[src/rtl/disp_pkg.sv]
package disp_pkg;
  localparam int BYTE_W = 8;
  localparam int NIB_W  = 4;

  typedef enum logic [2:0] {
    OP_MODE = 3'b001,
    OP_WSET = 3'b010,
    OP_RSET = 3'b011,
    OP_MASK = 3'b100,
    OP_CLR  = 3'b101
  } opcode_e;

  typedef struct packed {
    logic wrEn;
    logic shiftEn;
    logic clearAll;
    logic keepHi;
    logic keepLo;
  } dispStrb_t;
endpackage

[src/rtl/disp_ctrl.sv]
module disp_ctrl import disp_pkg::*; #(
  parameter int DIGITS_MAX = 16
) (
  input  logic                          clk,
  input  logic                          rstN,
  input  logic                          hostWr,
  input  logic                          hostRd,
  input  logic                          isCmd,
  input  logic [BYTE_W-1:0]             hostData,
  output dispStrb_t                     strb,
  output logic [$clog2(DIGITS_MAX)-1:0] ptr,
  output logic                          wide,
  output logic                          blankHi,
  output logic                          blankLo
);
  localparam int AW = $clog2(DIGITS_MAX);

  logic [1:0]    modeR;
  logic [AW-1:0] ptrR, ptrNext, lastIdx, loadAddr;
  logic          autoR;
  logic [1:0]    inhR, blkR;
  logic          cmdWr, datWr, advance, rightEntry;
  opcode_e       op;

  always_comb begin
    op         = opcode_e'(hostData[7:5]);
    cmdWr      = hostWr & isCmd;
    datWr      = hostWr & ~isCmd;
    rightEntry = modeR[1];
    lastIdx    = modeR[0] ? AW'(DIGITS_MAX - 1) : AW'(DIGITS_MAX / 2 - 1);
    loadAddr   = hostData[AW-1:0] & lastIdx;
    advance    = autoR & ((datWr & ~rightEntry) | (hostRd & ~hostWr));
    ptrNext    = (ptrR == lastIdx) ? '0 : ptrR + 1'b1;

    strb.wrEn     = datWr & ~rightEntry;
    strb.shiftEn  = datWr & rightEntry;
    strb.clearAll = cmdWr && (op == OP_CLR);
    strb.keepHi   = inhR[1];
    strb.keepLo   = inhR[0];
  end

  always_ff @(posedge clk or negedge rstN) begin
    if (!rstN) begin
      modeR <= 2'b00;
      ptrR  <= '0;
      autoR <= 1'b0;
      inhR  <= 2'b00;
      blkR  <= 2'b00;
    end else if (cmdWr) begin
      case (op)
        OP_MODE: begin
          modeR <= hostData[1:0];
          ptrR  <= '0;
        end
        OP_WSET, OP_RSET: begin
          ptrR  <= loadAddr;
          autoR <= hostData[4];
        end
        OP_MASK: begin
          inhR <= hostData[3:2];
          blkR <= hostData[1:0];
        end
        default: ;
      endcase
    end else if (advance) begin
      ptrR <= ptrNext;
    end
  end

  assign ptr     = ptrR;
  assign wide    = modeR[0];
  assign blankHi = blkR[1];
  assign blankLo = blkR[0];

  // pointer never leaves the active digit range
  p_ptr_in_range_r8: assert property (@(posedge clk) disable iff (!rstN)
    ptrR <= lastIdx);

  // without auto-increment and without a command the pointer holds
  p_ptr_hold_r7: assert property (@(posedge clk) disable iff (!rstN)
    (!autoR && !cmdWr) |=> $stable(ptrR));

  // a mode command returns the pointer to zero
  p_mode_ptr_r2: assert property (@(posedge clk) disable iff (!rstN)
    (cmdWr && op == OP_MODE) |=> (ptrR == '0));
endmodule

[src/rtl/disp_data.sv]
module disp_data import disp_pkg::*; #(
  parameter int DIGITS_MAX = 16,
  parameter int SCAN_DIV   = 4
) (
  input  logic                          clk,
  input  logic                          rstN,
  input  dispStrb_t                     strb,
  input  logic [BYTE_W-1:0]             wrData,
  input  logic [$clog2(DIGITS_MAX)-1:0] ptr,
  input  logic                          wide,
  input  logic                          blankHi,
  input  logic                          blankLo,
  output logic [BYTE_W-1:0]             rdData,
  output logic [NIB_W-1:0]              dispHi,
  output logic [NIB_W-1:0]              dispLo,
  output logic                          blankStrobe,
  output logic [$clog2(DIGITS_MAX)-1:0] scanIdx
);
  localparam int AW = $clog2(DIGITS_MAX);
  localparam int DW = (SCAN_DIV > 1) ? $clog2(SCAN_DIV) : 1;
  localparam logic [BYTE_W-1:0] BLANK = '1;

  logic [BYTE_W-1:0] mem [DIGITS_MAX];
  logic [AW-1:0]     lastIdx, scanR;
  logic [DW-1:0]     divCnt;
  logic              stepEnd, gap;
  logic [BYTE_W-1:0] cur;

  function automatic logic [BYTE_W-1:0] mergeByte(
    input logic [BYTE_W-1:0] oldB, input logic [BYTE_W-1:0] newB,
    input logic keepH, input logic keepL);
    mergeByte = {keepH ? oldB[7:4] : newB[7:4], keepL ? oldB[3:0] : newB[3:0]};
  endfunction

  assign lastIdx = wide ? AW'(DIGITS_MAX - 1) : AW'(DIGITS_MAX / 2 - 1);
  assign stepEnd = (divCnt == DW'(SCAN_DIV - 1));

  always_ff @(posedge clk or negedge rstN) begin
    if (!rstN) begin
      for (int i = 0; i < DIGITS_MAX; i++) mem[i] <= BLANK;
    end else if (strb.clearAll) begin
      for (int i = 0; i < DIGITS_MAX; i++) mem[i] <= BLANK;
    end else if (strb.wrEn) begin
      mem[ptr] <= mergeByte(mem[ptr], wrData, strb.keepHi, strb.keepLo);
    end else if (strb.shiftEn) begin
      for (int i = 0; i < DIGITS_MAX - 1; i++)
        if (AW'(i) < lastIdx) mem[i] <= mem[i+1];
      mem[lastIdx] <= mergeByte(mem[lastIdx], wrData, strb.keepHi, strb.keepLo);
    end
  end

  always_ff @(posedge clk or negedge rstN) begin
    if (!rstN) begin
      divCnt <= '0;
      scanR  <= '0;
    end else if (stepEnd) begin
      divCnt <= '0;
      scanR  <= (scanR >= lastIdx) ? '0 : scanR + 1'b1;
    end else begin
      divCnt <= divCnt + 1'b1;
    end
  end

  always_comb begin
    gap    = (divCnt == '0);
    cur    = mem[scanR];
    dispHi = (gap | blankHi) ? 4'hF : cur[7:4];
    dispLo = (gap | blankLo) ? 4'hF : cur[3:0];
  end

  assign blankStrobe = gap;
  assign scanIdx     = scanR;
  assign rdData      = mem[ptr];

  // the scan index moves only at the end of a divider period
  p_scan_step_r9: assert property (@(posedge clk) disable iff (!rstN)
    (scanR != $past(scanR)) |-> ($past(divCnt) == DW'(SCAN_DIV - 1)));

  // every scan change opens with a blanking clock
  p_gap_on_step_r10: assert property (@(posedge clk) disable iff (!rstN)
    (scanR != $past(scanR)) |-> (blankStrobe && dispHi == 4'hF && dispLo == 4'hF));

  // a clear leaves the blank code at both ends of the store
  p_clear_r11: assert property (@(posedge clk) disable iff (!rstN)
    strb.clearAll |=> (mem[0] == BLANK && mem[DIGITS_MAX-1] == BLANK));

  // an inhibited high nibble survives a left-entry write
  p_inhibit_hi_r5: assert property (@(posedge clk) disable iff (!rstN)
    (strb.wrEn && strb.keepHi) |=> (mem[$past(ptr)][7:4] == $past(mem[ptr][7:4])));

  // a right-entry write moves position 1 into position 0
  p_shift_r4: assert property (@(posedge clk) disable iff (!rstN)
    (strb.shiftEn && !strb.clearAll) |=> (mem[0] == $past(mem[1])));
endmodule

[src/rtl/disp_refresh.sv]
module disp_refresh import disp_pkg::*; #(
  parameter int DIGITS_MAX = 16,
  parameter int SCAN_DIV   = 4
) (
  input  logic                          clk,
  input  logic                          rstN,
  input  logic                          hostWr,
  input  logic                          hostRd,
  input  logic                          isCmd,
  input  logic [7:0]                    hostData,
  output logic [7:0]                    rdData,
  output logic [3:0]                    dispHi,
  output logic [3:0]                    dispLo,
  output logic                          blankStrobe,
  output logic [$clog2(DIGITS_MAX)-1:0] scanIdx
);
  localparam int AW = $clog2(DIGITS_MAX);

  dispStrb_t     strb;
  logic [AW-1:0] ptr;
  logic          wide, blankHi, blankLo;

  disp_ctrl #(.DIGITS_MAX(DIGITS_MAX)) u_ctrl (
    .clk(clk), .rstN(rstN), .hostWr(hostWr), .hostRd(hostRd), .isCmd(isCmd),
    .hostData(hostData), .strb(strb), .ptr(ptr), .wide(wide),
    .blankHi(blankHi), .blankLo(blankLo)
  );

  disp_data #(.DIGITS_MAX(DIGITS_MAX), .SCAN_DIV(SCAN_DIV)) u_data (
    .clk(clk), .rstN(rstN), .strb(strb), .wrData(hostData), .ptr(ptr),
    .wide(wide), .blankHi(blankHi), .blankLo(blankLo), .rdData(rdData),
    .dispHi(dispHi), .dispLo(dispLo), .blankStrobe(blankStrobe), .scanIdx(scanIdx)
  );
endmodule

[config.mk]
export PLATFORM = sky130hd
export DESIGN_NAME = disp_refresh
export DESIGN_NICKNAME = d
export VERILOG_FILES = /design/src/rtl/disp_pkg.sv /design/src/rtl/disp_ctrl.sv /design/src/rtl/disp_data.sv /design/src/rtl/disp_refresh.sv
export SDC_FILE = /design/constraint.sdc
export NUM_CORES = 1
export LEC_CHECK = 0
export BUFFER_PORTS_ARGS = -buffer_cell sky130_fd_sc_hd__buf_4
export CAP_MARGIN = 20
export CORE_ASPECT_RATIO = 1.5
export CORE_MARGIN = 1
export CORE_UTILIZATION = 25
export CTS_CLUSTER_SIZE = 20
export DETAILED_ROUTE_END_ITERATION = 12
export PLACE_DENSITY = 0.5
export SLEW_MARGIN = 20
export SYNTH_ARGS = -nofsm -noshare
export SYNTH_HDL_FRONTEND = slang
export SYNTH_SLANG_ARGS = --single-unit
[constraint.sdc]
create_clock -name clk -period 3.25 [get_ports clk]
set_input_delay 0.4875 -clock clk [delete_from_list [all_inputs] [get_ports clk]]
set_output_delay 0.4875 -clock clk [all_outputs]
set_load 0.005 [all_outputs]
==> results_dict.tcl, run 1 <==
set metrics [dict create \
    cp-startpoint "u_data.scanIdx[1]" \
    synth-edff-count 0 \
    wl_per_cell_um 22.6 \
    cts_tree "built" \
    core_um2 38500 \
    antenna_found_initial 0 \
    ios 34 \
    drc 0 \
    synth_ff_type "dfstp_2" \
    min_path_type "input port to asynchronous set/reset pin" \
    cts_max_path_buffers 2 \
    max_freq_mhz 320 \
    start_util_pct 25.3 \
    drive_above_1_share_pct 32.5 \
    synthCells 991 \
    overflow 0 \
    syn_area_um2 9770 \
    yosysWarnings 0 \
    power_density_nw_per_um2 1060 \
    final_hold_viol_count 0 \
    cap_violations 0 \
    end_kind "output pin" \
    antenna_left 0 \
    grt.total_usage_pct 17.5 \
    drt_pre_antenna_iters 5 \
    fin_cells 1501 \
    layout.nets 1014 \
    fin_skew_ns 0.0112 \
    yosysSeqAreaShare_pct 38.8 \
    grt_max_degree 73 \
    synth_top_cells_by_area "dfstp_2 34%, mux4_2 9.2%, mux2i_1 6.7%" \
    ys_seq_elements 145 \
    cts_sinks 145 \
    worstPathCellList "buf_12 > mux4_2 > mux4_2 > or3_1 > buf_4" \
    setup_tns_ns 0 \
    drt_iter0_markers 729 \
    worstReg2RegStart "u_ctrl.ptr[0]" \
    cp.required_ns 2.76 \
    peakVddDrop_uv 604 \
    crit_buf_inv 2 \
    p_leak_nw 4.32 \
    critPathMaxFanout 20 \
    grt_pass1_vias 8213 \
    io_buffers 33 \
    finalSetupViolCount 0 \
    worst_pin_slew_ns 0.868 \
    dieArea_um2 39900 \
    path_delay_family "multiplexers" \
    hpwl_mm 24.5 \
    cts_hold_buf 0 \
    cp.depth 5 \
    die_width_um 163 \
    synthDistinctLibCells 50 \
    setup.worst_path.start_class "register" \
    syn_nets 1012 \
    slew_viol_final 0 \
    crit_top_cell "mux4_2" \
    critPathMaxStageDelay_ns 0.64 \
    async_reset_ff_share_pct 100 \
    root_buffer "clkbuf_16" \
    postRouteWirelength_mm 34.0 \
    endpoint "dispLo[3]" \
    slowest_stage "dfrtp_2" \
    period_needed_ns 3.12 \
    synth_area_leader_cell "dfstp_2" \
    r2r-end "u_data.mem[10]" \
    clk_pin_slew_worst_paths_ns 0.06 \
    die_h_um 244 \
    path_class "register to output pin" \
    cts_max_level 4 \
    dr_total_vias 8496 \
    grt_pass1_wl_mm 52.1 \
    dp.cells 1468 \
    relSlewSlack_pct 42.1 \
    synth_top_area_share_pct 34.4 \
    viasPerCell 5.66 \
    r2r.worst_path.cells 5 \
    cp.arrival_ns 2.64 \
    fin_crit_sh_pct 96.1 \
    avgSynthCellArea_um2 9.86 \
    rsz0062_at_grt "false" \
    area_delta_synth_final_pct 14.5 \
    cts_made_buffers 17 \
    rows 88 \
    outcome "finished clean" \
    r2r_setup_slack_ns 0.56 \
    gp_congestion 0.887 \
    n_antenna_cell 0 \
    fin_hold_ws_ns 0.0793 \
    clk_latency_ns 0.45 \
]
flip-flops by register name (all words and copies together) (netlist names):
register,cells
u_data.divCnt,2
u_ctrl.blkR,2
u_data.mem,128
u_ctrl.modeR,2
u_data.scanIdx,4
u_ctrl.ptr,4
u_ctrl.inhR,2
u_ctrl.autoR,1
final cells by class:
| type | count | area (um^2) |
|---|---|---|
| Clock buffer | 20 | 467 |
| Clock inverter | 12 | 131 |
| Fill cell | 4009 | 27400 |
| Inverter | 10 | 37.5 |
| Multi-Input combinational cell | 753 | 5570 |
| Sequential cell | 145 | 3800 |
| Tap cell | 495 | 619 |
| Timing Repair Buffer | 66 | 562 |
through the flow:
step	utilization (%)	cell area [um^2]	total power, W	worst slack (ns)
floorplan	-	9770	0.00780	0.705
global placement	27.4	10600	0.00963	0.343
detailed placement	27.4	10600	0.00972	0.313
CTS	29.0	11200	0.0118	0.0312
global route	29.0	11200	0.0125	0.0251
finish	29.0	11200	0.0118	0.127
metal layers:
metal / global-route usage [%] / share of wire [%] / vias up
met2: 29.3 / 51 / 324
met3: 3.02 / 5.1 / 65
met1: 21.5 / 41 / 4277
met4: 8.03 / 3.7 / 0
met5: 0 / 0 / -
li1: - / - / 3830
worst register-to-register path: stages (launching register included):
cell     delay [ns]
dfrtp_1        0.54
and2_1         0.73
a22o_1         0.29
o32ai_2        0.19
nor3_2         0.67
a21oi_1        0.16
synthesized netlist by cell type, types with 2 or more instances:
cell and number:
mux2_2 30, and2_1 10, o211ai_1 9, a21o_1 41, a31o_2 4, inv_1 9, o21ai_0 63, o22ai_1 65
buf_6 3, nand2b_1 4, a21oi_1 99, buf_4 8, buf_2 24, mux4_2 40, ha_1 8, nor2_1 15
o21ai_1 9, dfrtp_1 17, mux2i_1 65, or3_1 8, o31ai_1 14, nor2b_1 14, nand3_1 24, a31oi_2 5
buf_1 4, a41o_1 2, nand2_1 91, a22o_1 10, nor3_1 29, a22oi_1 29, a31oi_1 36, xor2_1 2
nor3_2 9, dfstp_2 128, and4_1 5, clkbuf_1 44
cell families after synthesis:
family | share of synthesized area [%]
DFF | 38.8
adders and majority gates | 1.02
AOI/OAI and AO/OA | 25.1
and+or+nand+nor | 11.1
xor gates and xnor gates | 0.179
buffers and inverters | 4.42
muxes | 19.3
where the power goes:
group          leakage, nW  internal [W]  switching, W  total, W
logic                 2.48       0.00262       0.00263   0.00526
registers             1.55       0.00322       0.00132   0.00454
clock network        0.285       0.00119      0.000838   0.00203
worst min-delay path by stage:
stage	from	to	slack, ns	cells after the start
final	rstN	u_data.divCnt[1]	0.08	1
after global routing	rstN	u_data.divCnt[1]	0.12	1
after CTS	rstN	u_data.scanIdx[0]	0.09	1
after detailed placement	u_data.divCnt[0]	u_data.divCnt[0]	0.45	1
after global placement	u_data.divCnt[0]	u_data.divCnt[0]	0.45	1
after floorplan	rstN	u_ctrl.autoR	0.19	0
what timing repair did:
item	in CTS	in global routing
gates resized for setup	2	1
hold endpoints to repair	0	0
setup endpoints to repair	7	1
cloned	0	0
setup buffers	1	0
layout by cell type (no fill, tap or decap), drive strengths merged, types with 9 or more instances in the layout:
master | synthesis | layout
a21o | 41 | 41
a21oi | 99 | 99
a22o | 10 | 10
a22oi | 29 | 29
a31oi | 41 | 41
and2 | 10 | 10
buf | 39 | 66
clkbuf | 44 | 20
dfrtp | 17 | 17
dfstp | 128 | 128
inv | 9 | 11
mux2 | 30 | 30
mux2i | 65 | 65
mux4 | 40 | 40
nand2 | 91 | 91
nand3 | 24 | 24
nor2 | 15 | 15
nor2b | 14 | 14
nor3 | 38 | 38
o211ai | 9 | 9
o21ai | 73 | 73
o22ai | 65 | 65
o31ai | 15 | 15
Note: power is estimated with default switching activity, not from simulation.
==> inputs of run 2 (changes only) <==
--- a/config.mk
+++ b/config.mk
@@ -16,4 +16,5 @@
 export SLEW_MARGIN = 20
 export SYNTH_ARGS = -nofsm -noshare
 export SYNTH_HDL_FRONTEND = slang
+export SYNTH_HIERARCHICAL = 1
 export SYNTH_SLANG_ARGS = --single-unit
==> constraint.sdc (replaced) <==
create_clock -name clk -period 3.9 [get_ports clk]
set_input_delay 0.585 -clock clk [delete_from_list [all_inputs] [get_ports clk]]
set_output_delay 0.585 -clock clk [all_outputs]
set_load 0.005 [all_outputs]
==> run 2 against run 1 <==
Net effect: combinational power fell by 24%; non-clock buffer count rose by 12; flip-flop and latch count did not move; area after synthesis fell by 1.3%; count of clock-buffer cells in the layout fell by 1; utilization rose by 0.41 points; clock skew fell by 0.0040 ns; wire length rose by 21%; first-iteration DRC count rose by 7.7%; worst setup slack improved by 0.17 ns; sequential power fell by 19%; die area fell by 1.3%; largest cell class unchanged.
==> results_dict.tcl, run 2 <==
set metrics [dict create \
    synth_ff_type "dfstp_2" \
    postCtsResizedCells 0 \
    overflow 0 \
    synth_commonest_cells "166 x nand2_1, 135 x a21oi_1, 128 x dfstp_2" \
    peakVddDrop_uv 384 \
    relSlewSlack_pct 42.5 \
    cts_max_level 4 \
    yosysWarnings 6 \
    synthDistinctLibCells 55 \
    layout_commonest_cell "nand2_1" \
    clk_latency_ns 0.45 \
    synth_top_area_share_pct 34.9 \
    rows 87 \
    path_class "register to output pin" \
    cts_setup_buffers 0 \
    cp-startpoint "u_data/scanIdx[0]" \
    cp.required_ns 3.31 \
    fin_hold_ws_ns 0.0382 \
    async_reset_ff_share_pct 100 \
    cts_sinks 145 \
    max_freq_mhz 277 \
    period_needed_ns 3.61 \
    final_hold_viol_count 0 \
    cap_violations 0 \
    n_antenna_cell 0 \
    dieArea_um2 39400 \
    cp.arrival_ns 3.02 \
    worst_pin_slew_ns 0.858 \
    setup_tns_ns 0 \
    drc 0 \
    cts_tree "built" \
    slew_viol_final 0 \
    worstReg2RegStart "u_ctrl/ptr[0]" \
    cts_hold_buf 0 \
    syn_area_um2 9640 \
    largest_reg_flops 128 \
    top_register "u_data/mem" \
    viasPerCell 5.87 \
    root_buffer "clkbuf_16" \
    outcome "finished clean" \
    synthCells 972 \
    finalSetupViolCount 0 \
    wl_per_cell_um 27.6 \
    postRouteWirelength_mm 41.2 \
    synth_area_leader_cell "dfstp_2" \
    cts_max_path_buffers 2 \
    min_path_type "input port to asynchronous set/reset pin" \
    io_buffers 33 \
    drive_above_1_share_pct 31.5 \
    avgSynthCellArea_um2 9.92 \
    layout_common_cells "166 x nand2_1, 135 x a21oi_1, 128 x dfstp_2" \
    ios 34 \
    die_width_um 162 \
    grt_max_degree 108 \
    synth_top_cells_by_area "dfstp_2 35%, a22o_1 11%, mux4_2 9.3%" \
    met3_length_mm 2.30 \
    cts_made_buffers 17 \
    end_kind "output pin" \
    synth-edff-count 0 \
    fin_crit_sh_pct 92.5 \
    antenna_found_initial 0 \
    start_util_pct 25.5 \
    fin_skew_ns 0.00723 \
    wl_met1_mm 14.9 \
    area_delta_synth_final_pct 15.3 \
    topRoutingLayerUsed "met4" \
    yosysSeqAreaShare_pct 39.3 \
    p_leak_nw 4.21 \
    grt_pass1_wl_mm 60.3 \
    drt_iter0_markers 785 \
    grt_pass1_vias 8832 \
    dr_total_vias 8774 \
    synth_most_common_cell "nand2_1" \
    clk_pin_slew_worst_paths_ns 0.06 \
    core_um2 37800 \
    critPathMaxFanout 15 \
    drt_pre_antenna_iters 5 \
    syn_nets 990 \
    antenna_left 0 \
    n_fill_cell 3962 \
    layout.nets 1010 \
    wl_met2_mm 20.7 \
    grt.total_usage_pct 21.4 \
    p_total_w 0.00953 \
    hpwl_mm 29.8 \
    setup.worst_path.start_class "register" \
    rsz0062_at_grt "false" \
    power_density_nw_per_um2 857 \
    ys_seq_elements 145 \
    die_h_um 243 \
    gp_congestion 0.938 \
]
## run 2: final timing paths
path                                     to  slack [ns]  cells past startpoint
setup / recovery                  dispHi[0]        0.29                      5
hold / removal                 u_ctrl/autoR        0.04                      1
setup reg to reg             u_data/mem[57]        0.94                      7
hold reg to reg            u_data/divCnt[0]        0.46                      1
max in group asynchronous    u_data/mem[33]        2.92                      2
min in group clk               u_ctrl/autoR        0.38                      2
## run 2: per-layer routing
metal,global-route usage (%),vias to the layer above
met1,23.8,4474
met4,17.0,0
met3,3.44,140
met5,0,-
met2,35.9,436
li1,-,3724
## run 2: cells by family after synthesis
| family | count (synthesis) | share of synthesized area [%] |
|---|---|---|
| buf+inv | 96 | 4.87 |
| compound gates | 353 | 25.3 |
| flops | 145 | 39.3 |
| mux | 121 | 18.1 |
| simple gates | 251 | 11.7 |
| xor+xnor | 1 | 0.0909 |
| fa+ha+maj | 5 | 0.649 |
## run 2: cell type report
class	count	area (um^2)	area share, %
multi-input combinational	731	5400	48.6
clock inverter	13	184	1.65
inverter	19	71.3	0.642
timing repair buffer	78	602	5.41
sequential	145	3790	34.1
tap	489	612	5.50
clock buffer	19	453	4.08
## run 2: where the power goes
part           switching (W)  leakage (nW)  internal [W]
Clock               0.000701         0.305       0.00110
Sequential           0.00126          1.55       0.00244
Combinational        0.00203          2.35       0.00199
## run 2: through the flow
stage	instances	setup slack (ns)	utilization [%]	instance area, um^2
6_report	1494	0.293	29.4	11100
3_3_place_gp	1462	0.806	27.7	10500
5_1_grt	1494	0.196	29.4	11100
2_1_floorplan	972	1.26	-	9640
3_5_place_dp	1462	0.773	27.7	10500
4_1_cts	1494	0.251	29.4	11100
## run 2: critical path, stage by stage (launching register included)
cell and delay (ns):
dfrtp_2 0.59, buf_4 0.37, mux4_2 0.55, mux4_2 0.49, or3_1 0.38, buf_4 0.16
